<file path="src/rtl/burst_pulser_pkg.sv">
package burst_pulser_pkg;

  typedef enum logic [1:0] {
    SRC_MANUAL = 2'b00,
    SRC_IN0    = 2'b01,
    SRC_IN1    = 2'b10,
    SRC_EITHER = 2'b11
  } start_src_e;

  typedef struct packed {
    logic [7:0] interval;
    logic [7:0] high_time;
  } shape_word_t;

  typedef struct packed {
    logic [7:0] count;
    logic [1:0] step_code;
  } burst_word_t;

  // interval of zero is treated as one step
  function automatic logic [7:0] eff_interval(input logic [7:0] iv);
    return (iv == 8'd0) ? 8'd1 : iv;
  endfunction

  // output level for a given phase within the interval
  function automatic logic phase_level(input logic [7:0] phase, input logic [7:0] high_time);
    return phase < high_time;
  endfunction

  function automatic logic pick_start(input start_src_e sel, input logic manual,
                                      input logic r0, input logic r1);
    case (sel)
      SRC_MANUAL: return manual;
      SRC_IN0:    return r0;
      SRC_IN1:    return r1;
      default:    return r0 | r1;
    endcase
  endfunction

  function automatic int max4(input int a, input int b, input int c, input int d);
    int m;
    m = a;
    if (b > m) m = b;
    if (c > m) m = c;
    if (d > m) m = d;
    return m;
  endfunction

endpackage

</file>
<file path="src/rtl/bp_sync_pair.sv">
module bp_sync_pair #(
  parameter int N = 4
) (
  input  logic         clk,
  input  logic         rst_n,
  input  logic [N-1:0] d,
  output logic [N-1:0] lvl,
  output logic [N-1:0] lvl_d
);
  logic [N-1:0] meta;

  for (genvar i = 0; i < N; i++) begin : g_bit
    always_ff @(posedge clk or negedge rst_n) begin
      if (!rst_n) begin
        meta[i]  <= 1'b0;
        lvl[i]   <= 1'b0;
        lvl_d[i] <= 1'b0;
      end else begin
        meta[i]  <= d[i];
        lvl[i]   <= meta[i];
        lvl_d[i] <= lvl[i];
      end
    end
  end
endmodule

</file>
<file path="src/rtl/bp_step_gen.sv">
module bp_step_gen #(
  parameter int DIV0 = 1,
  parameter int DIV1 = 64,
  parameter int DIV2 = 16000,
  parameter int DIV3 = 4160000,
  parameter int CW   = 22
) (
  input  logic       clk,
  input  logic       rst_n,
  input  logic       clr,
  input  logic       en,
  input  logic [1:0] step_code,
  output logic       tick
);
  logic [CW-1:0] pre;
  logic [CW-1:0] last_val;

  always_comb begin
    case (step_code)
      2'd0:    last_val = CW'(DIV0 - 1);
      2'd1:    last_val = CW'(DIV1 - 1);
      2'd2:    last_val = CW'(DIV2 - 1);
      default: last_val = CW'(DIV3 - 1);
    endcase
  end

  assign tick = en && !clr && (pre == last_val);

  always_ff @(posedge clk or negedge rst_n) begin
    if (!rst_n)              pre <= '0;
    else if (clr || !en)     pre <= '0;
    else if (tick)           pre <= '0;
    else                     pre <= pre + 1'b1;
  end

  a_r2_steady_count: assert property (@(posedge clk) disable iff (!rst_n)
    (en && !clr && !tick) |=> (pre == $past(pre) + 1'b1));
  a_r2_tick_restart: assert property (@(posedge clk) disable iff (!rst_n)
    tick |=> (pre == '0));
endmodule

</file>
<file path="src/rtl/bp_button.sv">
module bp_button #(
  parameter int LONG_PRESS = 80000000,
  parameter int CW         = 27
) (
  input  logic clk,
  input  logic rst_n,
  input  logic lvl,
  input  logic lvl_d,
  output logic short_press
);
  logic [CW-1:0] held;
  logic          released;

  assign released    = lvl_d && !lvl;
  assign short_press = released && (held < CW'(LONG_PRESS));

  always_ff @(posedge clk or negedge rst_n) begin
    if (!rst_n)                         held <= '0;
    else if (!lvl)                      held <= '0;
    else if (held != CW'(LONG_PRESS))   held <= held + 1'b1;
  end

  a_r7_short_then_clear: assert property (@(posedge clk) disable iff (!rst_n)
    short_press |=> (held == '0));
  a_r7_saturate: assert property (@(posedge clk) disable iff (!rst_n)
    held <= CW'(LONG_PRESS));
endmodule

</file>
<file path="src/rtl/bp_burst_core.sv">
module bp_burst_core
  import burst_pulser_pkg::*;
(
  input  logic        clk,
  input  logic        rst_n,
  input  logic        start_evt,
  input  logic        stop,
  input  logic        step_tick,
  input  shape_word_t shape,
  input  burst_word_t burst,
  output logic        step_en,
  output logic        step_clr,
  output logic [1:0]  step_code_q,
  output logic        busy,
  output logic        pulse_out
);
  logic [7:0] iv_q, ht_q, cnt_q;
  logic [7:0] phase, done_cnt;
  logic       begin_evt, interval_end, end_evt;

  assign begin_evt    = start_evt && !busy && !stop;
  assign interval_end = busy && step_tick && (phase == iv_q - 8'd1);
  assign end_evt      = interval_end && (cnt_q != 8'd0) && (done_cnt == cnt_q - 8'd1);

  assign step_en   = busy;
  assign step_clr  = begin_evt;
  assign pulse_out = busy && phase_level(phase, ht_q);

  always_ff @(posedge clk or negedge rst_n) begin
    if (!rst_n) begin
      busy        <= 1'b0;
      iv_q        <= 8'd1;
      ht_q        <= 8'd0;
      cnt_q       <= 8'd0;
      step_code_q <= 2'd0;
      phase       <= 8'd0;
      done_cnt    <= 8'd0;
    end else if (stop) begin
      busy <= 1'b0;
    end else if (begin_evt) begin
      busy        <= 1'b1;
      iv_q        <= eff_interval(shape.interval);
      ht_q        <= shape.high_time;
      cnt_q       <= burst.count;
      step_code_q <= burst.step_code;
      phase       <= 8'd0;
      done_cnt    <= 8'd0;
    end else if (busy && step_tick) begin
      if (interval_end) begin
        phase    <= 8'd0;
        done_cnt <= done_cnt + 8'd1;
        if (end_evt) busy <= 1'b0;
      end else begin
        phase <= phase + 8'd1;
      end
    end
  end

  a_r9_stop_clears: assert property (@(posedge clk) disable iff (!rst_n)
    stop |=> !busy);
  a_r8_retrigger_ignored: assert property (@(posedge clk) disable iff (!rst_n)
    (busy && start_evt && !end_evt && !stop) |=> busy);
  a_r4_count_bound: assert property (@(posedge clk) disable iff (!rst_n)
    (busy && cnt_q != 8'd0) |-> (done_cnt < cnt_q));
  a_r3_phase_bound: assert property (@(posedge clk) disable iff (!rst_n)
    busy |-> (phase < iv_q));
  a_r4_phase_waits_tick: assert property (@(posedge clk) disable iff (!rst_n)
    (busy && !step_tick && !stop) |=> $stable(phase));
  a_r10_cfg_frozen: assert property (@(posedge clk) disable iff (!rst_n)
    busy |=> ($stable(iv_q) && $stable(ht_q) && $stable(cnt_q) && $stable(step_code_q)));
endmodule

</file>
<file path="src/rtl/burst_pulser.sv">
module burst_pulser
  import burst_pulser_pkg::*;
#(
  parameter int STEP_DIV0  = 1,
  parameter int STEP_DIV1  = 64,
  parameter int STEP_DIV2  = 16000,
  parameter int STEP_DIV3  = 4160000,
  parameter int LONG_PRESS = 80000000
) (
  input  logic        clk,
  input  logic        rst_n,
  input  logic        cfg_we,
  input  logic        cfg_addr,
  input  logic [15:0] cfg_wdata,
  input  logic [1:0]  start_sel,
  input  logic        sw_start,
  input  logic        button,
  input  logic        in0,
  input  logic        in1,
  input  logic        stop_in,
  output logic        pulse_out,
  output logic        busy
);
  localparam int STEP_W = $clog2(max4(STEP_DIV0, STEP_DIV1, STEP_DIV2, STEP_DIV3) + 1);
  localparam int PRESS_W = $clog2(LONG_PRESS + 1);
  localparam int NSYNC = 4;
  localparam int I_IN0 = 0, I_IN1 = 1, I_BTN = 2, I_STOP = 3;

  shape_word_t shape_q;
  burst_word_t burst_q;

  always_ff @(posedge clk or negedge rst_n) begin
    if (!rst_n) begin
      shape_q <= '0;
      burst_q <= '0;
    end else if (cfg_we) begin
      if (!cfg_addr) shape_q <= cfg_wdata;
      else           burst_q <= {cfg_wdata[15:8], cfg_wdata[1:0]};
    end
  end

  logic [NSYNC-1:0] s_lvl, s_lvl_d;
  bp_sync_pair #(.N(NSYNC)) u_sync (
    .clk   (clk),
    .rst_n (rst_n),
    .d     ({stop_in, button, in1, in0}),
    .lvl   (s_lvl),
    .lvl_d (s_lvl_d)
  );

  logic rise0, rise1, short_press, manual, start_evt, stop_lvl;
  assign rise0    = s_lvl[I_IN0] && !s_lvl_d[I_IN0];
  assign rise1    = s_lvl[I_IN1] && !s_lvl_d[I_IN1];
  assign stop_lvl = s_lvl[I_STOP];

  bp_button #(.LONG_PRESS(LONG_PRESS), .CW(PRESS_W)) u_button (
    .clk         (clk),
    .rst_n       (rst_n),
    .lvl         (s_lvl[I_BTN]),
    .lvl_d       (s_lvl_d[I_BTN]),
    .short_press (short_press)
  );

  assign manual    = sw_start | short_press;
  assign start_evt = pick_start(start_src_e'(start_sel), manual, rise0, rise1);

  logic       step_tick, step_en, step_clr;
  logic [1:0] step_code_q;

  bp_step_gen #(
    .DIV0 (STEP_DIV0), .DIV1 (STEP_DIV1), .DIV2 (STEP_DIV2), .DIV3 (STEP_DIV3), .CW (STEP_W)
  ) u_step (
    .clk       (clk),
    .rst_n     (rst_n),
    .clr       (step_clr),
    .en        (step_en),
    .step_code (step_code_q),
    .tick      (step_tick)
  );

  bp_burst_core u_core (
    .clk         (clk),
    .rst_n       (rst_n),
    .start_evt   (start_evt),
    .stop        (stop_lvl),
    .step_tick   (step_tick),
    .shape       (shape_q),
    .burst       (burst_q),
    .step_en     (step_en),
    .step_clr    (step_clr),
    .step_code_q (step_code_q),
    .busy        (busy),
    .pulse_out   (pulse_out)
  );

  a_r6_busy_needs_start: assert property (@(posedge clk) disable iff (!rst_n)
    $rose(busy) |-> $past(start_evt));
  a_r9_stop_holds_idle: assert property (@(posedge clk) disable iff (!rst_n)
    s_lvl_d[I_STOP] |-> (!busy && !pulse_out));
  a_r3_idle_low: assert property (@(posedge clk) disable iff (!rst_n)
    !busy |-> !pulse_out);
endmodule

</file>
<file path="config.mk">
export PLATFORM = sky130hd
export DESIGN_NAME = burst_pulser
export DESIGN_NICKNAME = d
export VERILOG_FILES = /design/src/rtl/burst_pulser_pkg.sv /design/src/rtl/bp_sync_pair.sv /design/src/rtl/bp_step_gen.sv /design/src/rtl/bp_button.sv /design/src/rtl/bp_burst_core.sv /design/src/rtl/burst_pulser.sv
export SDC_FILE = /design/constraint.sdc
export NUM_CORES = 1
export LEC_CHECK = 0
export BUFFER_PORTS_ARGS = -buffer_cell sky130_fd_sc_hd__buf_4
export CAP_MARGIN = 20
export CORE_ASPECT_RATIO = 1.2
export CORE_MARGIN = 3
export CORE_UTILIZATION = 26
export CTS_CLUSTER_SIZE = 24
export DETAILED_ROUTE_END_ITERATION = 12
export RECOVER_POWER = 100
export SLEW_MARGIN = 0
export SYNTH_ARGS = -nofsm -noshare
export SYNTH_HDL_FRONTEND = slang
export SYNTH_HIERARCHICAL = 1
export SYNTH_SLANG_ARGS = --single-unit
</file>
<file path="constraint.sdc">
create_clock -name clk -period 6.1 [get_ports clk]
set_clock_uncertainty 0.2 [all_clocks]
set_input_delay 0.305 -clock clk [delete_from_list [all_inputs] [get_ports clk]]
set_output_delay 0.305 -clock clk [all_outputs]
set_load 0.05 [all_outputs]
</file>
==> flow_metrics.tcl, run 1 <==
set metrics [dict create \
    root_buffer "clkbuf_16" \
    worst_pin_slew_ns 3.948 \
    rsz0062_at_grt "false" \
    ctsHoldBuffers 21 \
    holdWs_ns 0.1471 \
    p_sw_uw 667.1 \
    crit_fanout 23 \
    wl_per_cell_um 12.82 \
    route.detailed.drc 0 \
    cellLeakagePower_nw 3.440 \
    p_clk_share_pct 42.2 \
    antenna_left 0 \
    port_buffers 28 \
    area_delta_synth_final_pct 17.68 \
    ir_worst_vdd_mv 0.2163 \
    cts_num_sinks 129 \
    critical_path_class "reg -> reg" \
    first_global_vias 5020 \
    finalCriticalPeriod_ns 4.935 \
    layout-drive-gt1-share_pct 9.896 \
    reg2reg_depth 16 \
    grt_pass1_wl_um 24660 \
    yosys_warnings 6 \
    finalCoreUtilization_pct 31.46 \
    p_comb_share_pct 14.6 \
    via_per_inst 4.727 \
    worst_setup_path_start_kind "flop" \
    worst_hold_path_type "reg -> reg" \
    post_cts_buffers 0 \
    gp_congestion 0.8071 \
    synthesis.area_mm2 0.006700 \
    final.setup.tns_ns 0 \
    antenna_found_initial 0 \
    postSynthCellCount 710 \
    htreeDepth 4 \
    drv_cap 2 \
    status "complete, but fails checks" \
    cp_data_required_time_ns 6.21 \
    setup_slack_ns 1.165 \
    seq_area_mm2 0.003229 \
    syn_area_per_cell_um2 9.437 \
    fin_nets 796 \
    drt-pass1-iter-count 4 \
    max_freq_mhz 202.7 \
    clock_latency_ns 0.42 \
    slew-limit-headroom_pct -163.2 \
    ios 29 \
    core_mm2 0.02507 \
    drt_iter0_drc 312 \
    cts_buffers 17 \
    vias 5167 \
    min_path_cells 0 \
    grt_use_total_pct 10.66 \
    power.internal_mw 1.698 \
    violations "max-capacitance violations, max-slew violations" \
    synth_nets 751 \
    n_fill_cell 2640 \
    detailed_place_hpwl_um 9636 \
    clkTransAtPathRegs_ns 0.06 \
    setup_viol 0 \
    dp_slack_ns 1.310 \
    cts-resized-gates 0 \
    antenna_cells 0 \
    start_util_pct 26.73 \
    num_rows 63 \
    dp.cells 1040 \
    die_y_um 181.9 \
    p_sw_share_pct 28.20 \
    cp-end-kind "flop" \
    hold_viol_final 0 \
    cts_tree "built" \
    layoutNonFillerInstCount 1093 \
    die_x_um 152.5 \
    power.density_mw_per_mm2 300.0 \
    p_seq_share_pct 43.2 \
    final.period_utilization_pct 80.89 \
    grt_max_degree 76 \
    multi_input_area_mm2 0.003173 \
    clk_path_buf_depth 2 \
    worstPathArrival_ns 5.04 \
    maxSlewViolCount 123 \
    wirelength_um 14020 \
    grt-ovfl-total 0 \
    die_area_mm2 0.02774 \
]
==> registers in the layout, summed over array words and instances, names as in the netlist <==
signal and cells:
burst_q 10, shape_q 16, u_button/held 27, u_core/busy 1, u_core/cnt_q 8, u_core/done_cnt 8, u_core/ht_q 8, u_core/iv_q 8
u_core/phase 8, u_core/step_code_q 2, u_step/pre 22, u_sync/lvl 4, u_sync/lvl_d 3, u_sync/meta 4
==> power by group through the flow <==
stage | logic (mW) | clock network (mW) | registers, mW
final | 0.346 | 0.998 | 1.02
after global routing | 0.399 | 1.07 | 1.04
after CTS | 0.360 | 1.02 | 1.02
after detailed placement | 0.347 | 0 | 1.04
after global placement | 0.341 | 0 | 1.03
after floorplan | 0.275 | 0 | 1.01
==> metrics by stage <==
stage	instance area [um2]	total power, mW
CTS	7996	2.405
global placement	7198	1.375
floorplan	6700	1.282
finish	7885	2.365
global route	7885	2.500
detailed placement	7198	1.382
==> critical path, cell delays in order (launching register included) <==
cell and delay [ns]:
dfrtp_1 0.32, clkbuf_1 0.68, a2111oi_0 0.13, o21ai_0 0.20, nand3_1 0.10, nand3b_1 0.11
inv_1 0.05, nand2b_1 0.13, buf_4 0.22, a2111oi_0 0.39, o2111a_2 0.57, nand2_1 0.21
nor2_1 0.15, o211ai_1 0.12, a2111o_1 0.56, or3_1 0.46, a31o_1 0.22
==> cells in the final DEF, fill, tap and decap left out, types with 3 or more instances in the layout <==
master	n
nand3_1	39
nor4_1	10
nor3_1	34
clkbuf_1	17
dlygate4sd3_1	21
nand4_1	17
or3_1	7
buf_4	13
a21oi_1	18
or2_2	3
ha_1	14
clkinv_4	5
mux2_2	10
and2_1	3
inv_1	23
and4_1	8
mux2i_1	16
o211ai_1	4
nor2_1	41
a31oi_1	3
clkbuf_16	17
nand3b_1	5
clkbuf_4	4
o21ai_0	35
nand2_1	145
and3_1	6
xor2_1	27
dfrtp_1	128
o22ai_1	3
clkinvlp_4	5
or4_1	5
nand2b_1	14
xnor2_1	23
==> final cells by class <==
cell class	count	share of cell area, %
Clock inverter	14	2.015
Timing Repair Buffer	54	5.046
Sequential cell	129	40.96
Inverter	24	1.142
Multi-Input combinational cell	529	40.24
Tap cell	325	5.157
Clock buffer	18	5.443
==> worst paths after layout <==
check / from / endpoint / slack (ns)
worst max-delay path: u_sync/lvl[2]$_DFF_PN0_ / u_core/busy$_DFFE_PN0P_ / 1.17
worst min-delay path: u_sync/meta[1]$_DFF_PN0_ / u_sync/lvl[1]$_DFF_PN0_ / 0.15
worst max register to register: u_sync/lvl[2]$_DFF_PN0_ / u_core/busy$_DFFE_PN0P_ / 1.17
worst min register to register: u_sync/meta[1]$_DFF_PN0_ / u_sync/lvl[1]$_DFF_PN0_ / 0.15
max in group asynchronous: rst_n / u_core/phase[2]$_DFFE_PN0P_ / 1.81
min in group asynchronous: rst_n / u_core/ht_q[4]$_DFFE_PN0P_ / 1.62
==> per-layer routing <==
metal	vias to the layer above	GRT usage (%)	share of wire, %
met5	-	0	0
met4	0	4.349	1.6
met3	17	2.312	2.6
met2	77	17.85	50
met1	2503	13.42	46
li1	2570	-	-
(Power assumes the default switching activity.)
==> inputs of run 2 (changes only) <==
- ABC_AREA: not set -> 1
- clock period: 6.1 -> 4.68 ns (I/O delays scaled with it)
==> run 2 against run 1 <==
  * The run still ends with max-capacitance violations, max-slew violations left
  * Clock power rose by 29%
  * Design area is 11% higher
  * Combinational power is 90% higher
  * Critical path depth rose by 2
  * First-iteration DRC count is 65% higher
  * Maximum frequency increased by 20%
  * Sequential cell count unchanged
  * Clock-buffer cell count is 1 lower
  * Routed wire length rose by 26%
  * Synthesized cell count grew 45%
  * Register-to-register slack got worse by 0.58 ns
  * Global-route usage is 1.2 points higher
  * Largest cell class is now multi-input combinational cells
==> flow_metrics.tcl, run 2 <==
set metrics [dict create \
    status "complete, but fails checks" \
    violations "max-capacitance violations, max-slew violations" \
    worst_setup_path_start_kind "flop" \
    cp_data_required_time_ns 4.72 \
    htreeDepth 4 \
    critPathLaunch "u_button/held[18]$_DFFE_PN0P_" \
    maxSlewViolCount 131 \
    design_area_mm2 0.008791 \
    dp.cells 1416 \
    num_rows 67 \
    cp-end-kind "flop" \
    wl_per_cell_um 11.95 \
    largest_reg_flops 27 \
    final_cell_mix "323 x nand2_1, 130 x nor2_1, 128 x dfrtp_1" \
    crit_fanout 20 \
    port_buffers 28 \
    crit_path_frequent_cell "nand2_1" \
    setup_viol 0 \
    final_common_cell "nand2_1" \
    clock_latency_ns 0.42 \
    drt-pass1-iter-count 5 \
    antenna_cells 0 \
    wirelength_um 17640 \
    worst_pin_slew_ns 2.167 \
    vias 6602 \
    area_delta_synth_final_pct 17.14 \
    max_freq_mhz 244.1 \
    top_regs "u_button/held x27, u_step/pre x22, shape_q x16" \
    rsz0062_at_grt "false" \
    layoutNonFillerInstCount 1476 \
    fin_nets 1125 \
    r2r-start "u_button/held[18]$_DFFE_PN0P_" \
    antenna_left 0 \
    gp_congestion 0.8807 \
    grt_use_total_pct 11.85 \
    cts-resized-gates 0 \
    grt_max_degree 89 \
    route.detailed.drc 0 \
    layout-drive-gt1-share_pct 8.022 \
    synth_nets 1067 \
    first_global_vias 6356 \
    clkTransAtPathRegs_ns 0.07 \
    final.period_utilization_pct 87.55 \
    final.setup.tns_ns 0 \
    synthesis.area_mm2 0.007505 \
    cpMaxStageDelayCell "nor2_1" \
    ios 29 \
    cellLeakagePower_nw 4.165 \
    drt_iter0_drc 514 \
    worst_hold_path_type "in -> reg" \
    detailed_place_hpwl_um 12540 \
    post_dp_cell_area_mm2 0.008066 \
    holdWs_ns 0.09628 \
    die_x_um 161.1 \
    worstPathArrival_ns 4.14 \
    cts_buffers 17 \
    ctsHoldBuffers 27 \
    cts_tree "built" \
    grt_pass1_wl_um 30080 \
    power.density_mw_per_mm2 375.3 \
    start_util_pct 26.64 \
    worstSetupEndpoint "u_step/pre[10]$_DFF_PN0_" \
    antenna_found_initial 0 \
    max_stage_delay_ns 0.93 \
    post_cts_buffers 0 \
    ff2ff_setup_slack_ns 0.58 \
    ir_worst_vdd_mv 0.2473 \
    reg2reg_to "u_step/pre[10]$_DFF_PN0_" \
    largest-register "u_button/held" \
    core_mm2 0.02817 \
    die_y_um 192.1 \
    grt-ovfl-total 0 \
    crit_chain "nand2_1 > inv_1 > nand2_1 > nor3_1 > nand2_1 > nand2_1 > nor2_1 > inv_1 > nand2_1 > nand2_1 > nand3_1 > nand3_1 > inv_1 > nor2_1 > clkbuf_1 > nand3_1 > nor2_1 > a21oi_1" \
    syn_area_per_cell_um2 7.315 \
    via_per_inst 4.473 \
    slew-limit-headroom_pct -44.44 \
    finalCriticalPeriod_ns 4.097 \
    power_mw 3.299 \
    hold_viol_final 0 \
    clk_path_buf_depth 2 \
    postSynthCellCount 1026 \
    drv_cap 2 \
    yosys_warnings 6 \
    critical_path_class "reg -> reg" \
    root_buffer "clkbuf_16" \
    die_area_mm2 0.03095 \
    cts_num_sinks 129 \
    reg2reg_depth 18 \
]
-- run 2: metal layers --
metal  GRT usage, %  routed length [um]
met5              0                   0
met4          5.727                 556
met3          2.028                 639
met2          20.70                8528
met1          14.14                7920
-- run 2: power breakdown --
part	internal (mW)	total (mW)	switching (mW)
clock	0.746	1.29	0.544
combinational	0.242	0.657	0.415
sequential	1.23	1.35	0.118
-- run 2: critical path: cells and delay by family (launching register included) --
| kind | cells | cell delay (ns) |
|---|---|---|
| AOI/OAI and AO/OA | 1 | 0.14 |
| buffers and inverters | 4 | 0.97 |
| DFF | 1 | 0.46 |
| and+or+nand+nor | 13 | 2.12 |
-- run 2: worst min path at each step --
stage / from / to / slack [ns] / cells past startpoint
2_1_floorplan: rst_n / burst_q[0]$_DFFE_PN0P_ / -0.26 / 0
3_3_place_gp: u_sync/meta[2]$_DFF_PN0_ / u_sync/lvl[2]$_DFF_PN0_ / 0.14 / 0
3_5_place_dp: u_sync/meta[2]$_DFF_PN0_ / u_sync/lvl[2]$_DFF_PN0_ / 0.14 / 0
4_1_cts: cfg_we / shape_q[0]$_DFFE_PN0P_ / 0.12 / 3
5_1_grt: cfg_we / shape_q[11]$_DFFE_PN0P_ / 0.11 / 3
6_report: cfg_we / shape_q[11]$_DFFE_PN0P_ / 0.1 / 3
-- run 2: layout make-up --
type | count | area, um2
Fill cell | 3044 | 19380
Multi-Input combinational cell | 750 | 3540
Sequential cell | 129 | 3229
Timing Repair Buffer | 61 | 501.7
Tap cell | 379 | 474.2
Inverter | 125 | 469.2
Clock buffer | 17 | 425.4
Clock inverter | 15 | 151.4
-- run 2: stage by stage --
| step | worst slack [ns] | util, % |
|---|---|---|
| after floorplan | 1.089 | - |
| after global placement | 0.9565 | 28.64 |
| after detailed placement | 0.8606 | 28.64 |
| after CTS | 0.8329 | 31.65 |
| after global routing | 0.2218 | 31.21 |
| final | 0.5826 | 31.21 |
